--- src/rtl/lim_pkg.sv ---
package lim_pkg;

  typedef enum logic [1:0] {
    LS_DOWN  = 2'd0,
    LS_READY = 2'd1,
    LS_UP    = 2'd2
  } link_state_t;

  // saturating increment of the energy run counter
  function automatic int unsigned run_next(input int unsigned cur,
                                           input int unsigned limit,
                                           input logic        energy);
    if (!energy)          return 0;
    else if (cur < limit) return cur + 1;
    else                  return cur;
  endfunction

  function automatic logic combine_link(input logic up100, input logic up10);
    return up100 | up10;
  endfunction

  // latch-low status bit update
  function automatic logic stat_next(input logic cur, input logic live,
                                     input logic rd);
    if (rd)         return live;
    else if (!live) return 1'b0;
    else            return cur;
  endfunction

endpackage

--- src/rtl/lim_qual_timer.sv ---
module lim_qual_timer #(
  parameter int unsigned QUAL_CYCLES = 62500
) (
  input  logic clk,
  input  logic rst_n,
  input  logic energy_det,
  output logic qual_done
);
  import lim_pkg::*;

  localparam int unsigned CW = $clog2(QUAL_CYCLES + 1);

  logic [CW-1:0] run_q;

  always_ff @(posedge clk or negedge rst_n) begin
    if (!rst_n) run_q <= '0;
    else        run_q <= CW'(run_next(int'(run_q), QUAL_CYCLES, energy_det));
  end

  assign qual_done = (run_q == CW'(QUAL_CYCLES));

endmodule

--- src/rtl/lim_link_fsm.sv ---
module lim_link_fsm (
  input  logic clk,
  input  logic rst_n,
  input  logic energy_det,
  input  logic qual_done,
  input  logic an_grant,
  input  logic an_disable,
  output logic in_ready,
  output logic in_up
);
  import lim_pkg::*;

  link_state_t st_q, st_d;

  always_comb begin
    st_d = st_q;
    if (!energy_det) begin
      st_d = LS_DOWN;
    end else begin
      unique case (st_q)
        LS_DOWN:  if (qual_done) st_d = LS_READY;
        LS_READY: if (an_disable || an_grant) st_d = LS_UP;
        LS_UP:    st_d = LS_UP;
        default:  st_d = LS_DOWN;
      endcase
    end
  end

  always_ff @(posedge clk or negedge rst_n) begin
    if (!rst_n) st_q <= LS_DOWN;
    else        st_q <= st_d;
  end

  assign in_ready = (st_q == LS_READY);
  assign in_up    = (st_q == LS_UP);

endmodule

--- src/rtl/lim_status_bit.sv ---
module lim_status_bit (
  input  logic clk,
  input  logic rst_n,
  input  logic live,
  input  logic rd,
  output logic stat
);
  import lim_pkg::*;

  always_ff @(posedge clk or negedge rst_n) begin
    if (!rst_n) stat <= 1'b0;
    else        stat <= stat_next(stat, live, rd);
  end

endmodule

--- src/rtl/link_integrity_monitor.sv ---
module link_integrity_monitor #(
  parameter int unsigned QUAL_CYCLES = 62500
) (
  input  logic clk,
  input  logic rst_n,
  input  logic energy_det,
  input  logic an_grant,
  input  logic an_disable,
  input  logic link10_up,
  input  logic status_rd,
  output logic link100_up,
  output logic txrx_en,
  output logic link_led,
  output logic link_stat
);
  import lim_pkg::*;

  logic qual_done;
  logic in_ready;
  logic in_up;

  lim_qual_timer #(.QUAL_CYCLES(QUAL_CYCLES)) i_timer (
    .clk       (clk),
    .rst_n     (rst_n),
    .energy_det(energy_det),
    .qual_done (qual_done)
  );

  lim_link_fsm i_fsm (
    .clk       (clk),
    .rst_n     (rst_n),
    .energy_det(energy_det),
    .qual_done (qual_done),
    .an_grant  (an_grant),
    .an_disable(an_disable),
    .in_ready  (in_ready),
    .in_up     (in_up)
  );

  assign link100_up = in_up;
  assign txrx_en    = in_up;
  assign link_led   = combine_link(in_up, link10_up);

  lim_status_bit i_stat (
    .clk  (clk),
    .rst_n(rst_n),
    .live (link_led),
    .rd   (status_rd),
    .stat (link_stat)
  );

endmodule

--- config.mk ---
export PLATFORM = sky130hd
export DESIGN_NAME = link_integrity_monitor
export DESIGN_NICKNAME = d
export VERILOG_FILES = /design/src/rtl/lim_pkg.sv /design/src/rtl/lim_qual_timer.sv /design/src/rtl/lim_link_fsm.sv /design/src/rtl/lim_status_bit.sv /design/src/rtl/link_integrity_monitor.sv
export SDC_FILE = /design/constraint.sdc
export NUM_CORES = 1
export LEC_CHECK = 0
export BUFFER_PORTS_ARGS = -buffer_cell sky130_fd_sc_hd__buf_2
export CAP_MARGIN = 20
export CORE_UTILIZATION = 35
export CTS_CLUSTER_DIAMETER = 50
export DETAILED_ROUTE_END_ITERATION = 12
export PLACE_DENSITY = 0.5
export SLEW_MARGIN = 30
export SYNTH_ARGS = -nofsm -noshare
export SYNTH_HDL_FRONTEND = slang
export SYNTH_SLANG_ARGS = --single-unit
export TNS_END_PERCENT = 1
--- constraint.sdc ---
create_clock -name clk -period 2.4 [get_ports clk]
set_input_delay 0 -clock clk [delete_from_list [all_inputs] [get_ports clk]]
set_output_delay 0 -clock clk [all_outputs]
set_load 0.02 [all_outputs]
==> summary.md, run 1 <==
| Metric | Value |
|---|---|
| Power Dens Cells | `426 mW/mm^2` |
| Cell Area, Placed | `0.00121 mm^2` |
| Clk sink count | `19` |
| Setup TNS | `0 ns` |
| Starting density of the core | `37.1%` |
| Crit path launch type | `flop` |
| Max cap viols | `0` |
| Seq. cell area | `475 um^2` |
| HP Class | `in -> reg` |
| DR iter-0 viols | `34` |
| Critical Path Max Stage Delay | `0.47 ns` |
| Leakage | `0.000517 uW` |
| Cell Chain, Critical Path | `o31ai_1 > a311oi_1 > buf_4 > or4_1 > a21oi_1` |
| Gpl congestion | `0.775` |
| Worst Path Class, Setup | `reg -> reg` |
| Die span in y | `59.1 um` |
| Hpwl dp | `1640 um` |
| CP max FO | `12` |
| Final non-filler cell total | `179` |
| Vias per cell | `5.18` |
| Crit Reg-Reg Endpoint | `i_timer.run_q[5]` |
| Port Buffers | `10` |
| CTS tree | `done` |
| I/O pins | `11` |
| CTS root buf | `clkbuf_4` |
| Final min period | `1.72 ns` |
| Number of flops mapped to enable cells by yosys | `0` |
| Final worst-path cycle share | `71.9%` |
| R2R depth | `5` |
| Gr ovfl total | `0` |
| Worst EP required | `2.62 ns` |
| Syn_area_per_cell | `9.28 um^2` |
| Ant. Diodes | `0` |
| CTS resizes | `0` |
| Antenna violations before repair | `0` |
| Seq cells post-synth | `19` |
| Most frequent cells in the layout | `19 x dfrtp_1, 10 x nand2_1, 10 x buf_2, 9 x nor2_1, 8 x inv_1` |
| Largest net degree at the start of global routing | `20` |
| Vias in the first global route | `842` |
| Post-Syn Nets | `135` |
| Cts bufs inserted | `3` |
| Via Count | `927` |
| Hold_ws | `0.0261 ns` |
| Worst Clk Skew | `0.00910 ns` |
| Peak VDD IR | `279 uV` |
| Rows | `20` |
| Outcome | `finished clean` |
| Max-slew headroom | `70.2%` |
| Final wirelength | `2310 um` |
| TritonRoute pass-1 iters | `4` |
| Area of the multi-input gates | `596 um^2` |
| Worst reg2reg setup slack | `0.68 ns` |
| Final setup violation count | `0` |
| Synth async-reset ratio | `100%` |
| Slew Limit Fails | `0` |
| Worst r2r src | `i_timer.run_q[4]` |
| Cells after DPL | `172` |
| Mapped cell area | `0.00114 mm^2` |
| Count of different cell masters after synthesis | `39` |
| Syn Inst Count | `123` |
| Most common cell after layout, fill and taps aside | `dfrtp_1` |
| Clock Latency Late Sink | `0.30 ns` |
| CP Launch Point | `i_timer.run_q[4]` |
| Post-CTS Setup Bufs | `0` |
| Routed Antenna Nets | `0` |
| Global-route wire length before repair | `3930 um` |
| Core area | `0.00308 mm^2` |
| F_max | `0.580 GHz` |
| Die width | `59.1 um` |
| Slowest CP cell | `or4_1` |
| Element type at the critical path end | `flop` |
| Post-route cell area | `0.00127 mm^2` |
| CTS Hold Bufs | `3` |
| Synth warn | `0` |
| WL/cell | `12.9 um` |
| Critical path capture point | `i_timer.run_q[5]` |
| Seq/Total Area, Yosys | `41.7%` |
| Fillers | `314` |
| Worst Max-Slew Pin Slew | `0.440 ns` |
| CP arrival | `1.95 ns` |
| Worst-path clk slew | `0.11 ns` |
| Global Route Usage Sum | `14.9%` |
| Hold Vio Cnt, Final | `0` |
| H-tree Lvls | `1` |
| Ratio of cells with drive above 1 in the final layout | `15.6%` |
| DRC errors left | `0` |
| Clock tree buffer depth | `2` |
| Syn-to-layout area delta | `11.3%` |
| Die ar. | `0.00349 mm^2` |
| RSZ-0062 raised after global routing | `false` |
| Prevailing post-synth register cell | `dfrtp_1` |
| Final #Nets | `148` |
-- synthesized netlist by cell type, types with 2 or more instances --
| library cell | instances | area (um^2) |
|---|---|---|
| inv_1 | 8 | 30.0 |
| and3_1 | 2 | 12.5 |
| nand3_1 | 6 | 30.0 |
| nand2_1 | 10 | 37.5 |
| nor3_1 | 2 | 10.0 |
| nand4_1 | 5 | 31.3 |
| nor4_2 | 2 | 25.0 |
| o21ai_0 | 5 | 25.0 |
| ha_1 | 5 | 62.6 |
| or3_1 | 3 | 18.8 |
| dfrtp_1 | 19 | 475 |
| buf_2 | 2 | 10.0 |
| buf_4 | 2 | 15.0 |
| a31oi_1 | 2 | 12.5 |
| nand2b_1 | 2 | 12.5 |
| or2_2 | 2 | 12.5 |
| o21ai_1 | 3 | 15.0 |
| mux2i_1 | 3 | 30.0 |
| a21oi_1 | 7 | 35.0 |
| o31ai_1 | 2 | 15.0 |
| xnor2_1 | 4 | 35.0 |
| a311oi_1 | 2 | 17.5 |
| nor2_1 | 9 | 33.8 |
-- stage by stage --
stage | total power, uW | util [%] | worst slack, ns
after floorplan | 361 | - | 0.940
after global placement | 380 | 39.4 | 0.749
after detailed placement | 380 | 39.4 | 0.710
after CTS | 556 | 41.3 | 0.680
after global routing | 571 | 41.3 | 0.528
final | 541 | 41.3 | 0.675
-- critical path, delay by kind of cell, from the launching register on --
family | cells | cell delay, ns
flip-flops | 1 | 0.46
AND/OR/NAND/NOR | 1 | 0.47
buffers and inverters | 1 | 0.18
AO/OA/AOI/OAI | 3 | 0.54
-- area by class of cell --
type / count / share of cell area (%)
clock buffers: 4 / 2.07
flip-flops and latches: 19 / 37.4
repair buffers: 14 / 6.90
well taps: 44 / 4.33
multi-input cells: 90 / 46.9
inverters: 8 / 2.36
-- flip-flops by register name, indices dropped and copies added, names as in the netlist --
name,cells
i_stat.stat,1
i_fsm.st_q,2
i_timer.run_q,16
-- power breakdown --
| part | switching (uW) | internal, uW |
|---|---|---|
| Clock | 99.5 | 64.7 |
| Combinational | 26.7 | 18.2 |
| Sequential | 7.02 | 325 |
-- cells by family (layout without fill, tap and decap cells) --
group                    after synthesis  after routing  synth area share (%)
AND/OR/NAND/NOR                       53             53                  27.0
AO/OA/AOI/OAI                         25             25                  14.0
buffers and inverters                 14             26                  6.14
multiplexers                           3              3                  2.63
XOR/XNOR                               4              4                  3.07
adder cells (fa/ha/maj)                5              5                  5.48
flip-flops                            19             19                  41.7
-- metal layers --
| layer | global-route usage, % | wire [um] | part of all wire [%] | up-vias |
|---|---|---|---|---|
| li1 | - | - | - | 473 |
| met1 | 20.5 | 1190 | 52 | 441 |
| met2 | 23.2 | 1040 | 45 | 11 |
| met3 | 3.93 | 60 | 2.6 | 2 |
| met4 | 3.74 | 10 | 0.43 | 0 |
| met5 | 0 | 0 | 0 | - |
-- how the worst min path moves through the flow --
| stage | slack, ns | cells after the start | endpoint | startpoint |
|---|---|---|---|---|
| CTS | 0.01 | 3 | i_timer.run_q[8] | energy_det |
| floorplan | -0.30 | 0 | i_fsm.st_q[0] | rst_n |
| global route | 0.05 | 3 | i_fsm.st_q[1] | energy_det |
| detailed placement | -0.02 | 1 | i_timer.run_q[15] | rst_n |
| finish | 0.03 | 3 | i_timer.run_q[1] | energy_det |
| global placement | -0.03 | 1 | i_timer.run_q[14] | rst_n |
Power figures use the tool's default switching activity.
==> inputs of run 2 (changes only) <==
Settings changed: ABC_AREA set to 1, PLACE_DENSITY 0.5 to 0.51.
Clock period 2.4 ns to 1.5 ns, I/O delays scaled along.
==> run 2 against run 1 <==
Compared with the run above:
- utilization up 4.4 points
- fmax up 23%
- largest power group unchanged
- critical path type unchanged
- clock-buffer cell count down 1
- area after synthesis up 14%
==> summary.md, run 2 <==
| Metric | Value |
|---|---|
| Worst r2r src | `i_timer.run_q[11]` |
| DRC errors left | `0 (unchanged)` |
| Most common cell after layout, fill and taps aside | `nand2_1` |
| Crit path launch type | `flop` |
| H-tree Lvls | `1 (unchanged)` |
| Max cap viols | `0 (unchanged)` |
| Die width | `63.1 um (+6.8%)` |
| Cts bufs inserted | `3 (unchanged)` |
| Final #Nets | `223 (+51%)` |
| Antenna violations before repair | `0 (unchanged)` |
| Synth area leaders | `dfrtp_1 36%, nand2_1 15%, nand3_1 10%, nor2_1 7.2%, inv_1 5.2%` |
| Final worst-path cycle share | `93.7% (+22 points)` |
| Outcome | `finished clean` |
| Vias per cell | `4.92 (-5.0%)` |
| Clock Power Share | `37.6% (+7.3 points)` |
| Min-delay src | `energy_det` |
| Hold_ws | `0.114 ns (+0.0874 ns)` |
| Yosys top cell area share | `36.4% (-5.3 points)` |
| Peak VDD IR | `462 uV (+66%)` |
| Die span in y | `63.1 um (+6.8%)` |
| Via Count | `1259 (+36%)` |
| Final core occ | `45.6% (+4.4 points)` |
| Prevailing post-synth register cell | `dfrtp_1` |
| Die ar. | `0.00398 mm^2 (+14%)` |
| Ratio of cells with drive above 1 in the final layout | `21.0% (+5.4 points)` |
| Clk sink count | `19 (unchanged)` |
| Cell taking the most area after synthesis | `dfrtp_1` |
| Max FFs per register | `16 (unchanged)` |
| CP arrival | `1.56 ns (-0.39 ns)` |
| Worst-path clk slew | `0.07 ns (-0.04 ns)` |
| Hpwl dp | `2280 um (+39%)` |
| Syn Inst Count | `188 (+53%)` |
| Final setup violation count | `0 (unchanged)` |
| Seq pwr share | `53.9% (-7.5 points)` |
| Ant. Diodes | `0 (unchanged)` |
| Largest net degree at the start of global routing | `20 (unchanged)` |
| Psw | `245 uW (+84%)` |
| Cells after DPL | `245 (+42%)` |
| Post-Syn Nets | `200 (+48%)` |
| Global Route Usage Sum | `16.9% (+2.0 points)` |
| Routed Antenna Nets | `0 (unchanged)` |
| Most frequent cells in the layout | `52 x nand2_1, 27 x nand3_1, 20 x nor2_1, 17 x inv_1, 15 x dfrtp_1` |
| Final wirelength | `3030 um (+31%)` |
| Worst EP required | `1.66 ns (-0.96 ns)` |
| Core area | `0.00344 mm^2 (+12%)` |
| Most instantiated cells after synthesis | `53 x nand2_1, 27 x nand3_1, 25 x nor2_1` |
| Reg with most FFs | `i_timer.run_q` |
| Global-route wire length before repair | `5240 um (+34%)` |
| Max-slew headroom | `70.2% (about the same)` |
| Gr ovfl total | `0 (unchanged)` |
| Worst Path Class, Setup | `reg -> reg` |
| Cell with the most instances after synthesis | `nand2_1` |
| Leakage | `0.000797 uW (+54%)` |
| Slew Limit Fails | `0 (unchanged)` |
| Rows | `21 (+5.0%)` |
| Worst Max-Slew Pin Slew | `0.447 ns (+0.00695 ns)` |
| Syn-to-layout area delta | `20.2%` |
| Final non-filler cell total | `256 (+43%)` |
| Clock Latency Late Sink | `0.26 ns (-0.04 ns)` |
| TritonRoute pass-1 iters | `4 (unchanged)` |
| CP max FO | `8 (-4)` |
| HP Class | `in -> reg` |
| Clock tree buffer depth | `2 (unchanged)` |
| Gpl congestion | `0.821 (+6.0%)` |
| Worst Clk Skew | `0.00103 ns (-0.00808 ns)` |
| Final min period | `1.41 ns (-0.318 ns)` |
| Seq cells post-synth | `19 (unchanged)` |
| CP Launch Point | `i_timer.run_q[11]` |
| RSZ-0062 raised after global routing | `true` |
| CTS root buf | `clkbuf_8` |
| Element type at the critical path end | `flop` |
| Biggest regs | `i_timer.run_q: 16 flops, i_fsm.st_q: 2 flops, i_stat.stat: 1 flops` |
| Int Power | `740 uW (+81%)` |
| Hold Vio Cnt, Final | `0 (unchanged)` |
| WL/cell | `11.8 um (-8.3%)` |
| F_max | `0.711 GHz (+23%)` |
| Port Buffers | `10 (unchanged)` |
| Number of flops mapped to enable cells by yosys | `0 (unchanged)` |
| Fillers | `355 (+13%)` |
| Synth warn | `0 (unchanged)` |
| Sw Share | `24.9% (+0.27 points)` |
| Synth async-reset ratio | `100% (unchanged)` |
| DR iter-0 viols | `58 (+71%)` |
| I/O pins | `11 (unchanged)` |
| Count of different cell masters after synthesis | `27 (-31%)` |
| Setup WS pre-CTS | `0.00353 ns (-0.706 ns)` |
| Power Dens Cells | `627 mW/mm^2 (+47%)` |
| Syn_area_per_cell | `6.95 um^2 (-25%)` |
| Setup TNS | `0 ns (unchanged)` |
| Gate power share | `8.6% (+0.3 points)` |
| CTS tree | `done` |
| Vias in the first global route | `1151 (+37%)` |
| Worst setup margin | `0.0939 ns (-0.582 ns)` |
| Seq/Total Area, Yosys | `36.4% (-5.3 points)` |
| Mapped cell area | `0.00131 mm^2 (+14%)` |
| Starting density of the core | `37.9% (+0.88 points)` |
-- run 2: changes by cell type after synthesis, moves of 3 or more --
cell	before	now
nand2_1	10	53
nand3_1	6	27
nor2_1	9	25
inv_1	8	18
a21oi_1	7	0
xor2_1	0	5
nand4_1	5	9
xnor2_1	4	0
mux2i_1	3	0
or3_1	3	0
-- run 2: cell type report --
class / instances / area, um^2 / share of cell area [%]
Clock buffer: 3 / 41.3 / 2.63
Clock inverter: 1 / 5.00 / 0.319
Inverter: 21 / 78.8 / 5.02
Multi-Input combinational cell: 142 / 741 / 47.2
Sequential cell: 19 / 480 / 30.6
Tap cell: 46 / 57.6 / 3.67
Timing Repair Buffer: 24 / 166 / 10.6
-- run 2: path summary, 6_finish.rpt --
kind	to	slack [ns]	cells after the start
worst max-delay path	i_timer.run_q[10]	0.09	9
worst min-delay path	i_timer.run_q[5]	0.11	3
worst max register to register	i_timer.run_q[10]	0.09	9
worst min register to register	i_stat.stat	0.49	2
max in group asynchronous	i_timer.run_q[2]	0.96	2
min in group asynchronous	i_stat.stat	0.21	2
-- run 2: cell families (layout without fill, tap and decap cells) --
| family | count (synthesis) | after routing | synth area share [%] |
|---|---|---|---|
| AO/OA/AOI/OAI | 8 | 8 | 3.54 |
| XOR/XNOR | 5 | 5 | 3.35 |
| adder cells (fa/ha/maj) | 5 | 5 | 4.79 |
| buffers and inverters | 27 | 49 | 9.19 |
| flip-flops | 19 | 19 | 36.4 |
| AND/OR/NAND/NOR | 124 | 124 | 42.7 |
-- run 2: worst max-delay path: stages (launching register included) --
cell     delay [ns]
dfrtp_1        0.44
nor2_1         0.12
nand2_1        0.10
nor2_4         0.14
nand2_2        0.11
nand2_4        0.11
buf_6          0.13
nor2_1         0.04
nand2_1        0.05
nand2_1        0.05
-- run 2: repair_timing --
action | in CTS | in global routing
buffers inserted | 0 | 4
hold endpoints to repair | 20 | 0
hold buffers | 3 | 0
pin swaps | 0 | 1
resized for setup | 1 | 14
endpoints found under the setup margin | 1 | 11
-- run 2: power groups by stage --
stage | sequential [uW] | combinational [uW] | clock (uW)
2_1_floorplan | 539 | 40.1 | 0
3_3_place_gp | 539 | 70.1 | 0
3_5_place_dp | 540 | 72.2 | 0
4_1_cts | 530 | 78.2 | 387
5_1_grt | 532 | 96.2 | 411
6_report | 531 | 84.3 | 370
-- run 2: metrics by stage --
stage / area [um^2] / power (uW)
global route: 1570 / 1040
detailed placement: 1430 / 612
finish: 1570 / 985
floorplan: 1310 / 579
CTS: 1500 / 995
global placement: 1430 / 610
-- run 2: per-layer routing --
layer | global-route usage (%) | vias to the layer above | wire [um]
met4 | 6.10 | 0 | 40
met2 | 26.1 | 26 | 1300
met5 | 0 | - | 0
li1 | - | 650 | -
met1 | 23.9 | 579 | 1560
met3 | 2.17 | 4 | 126
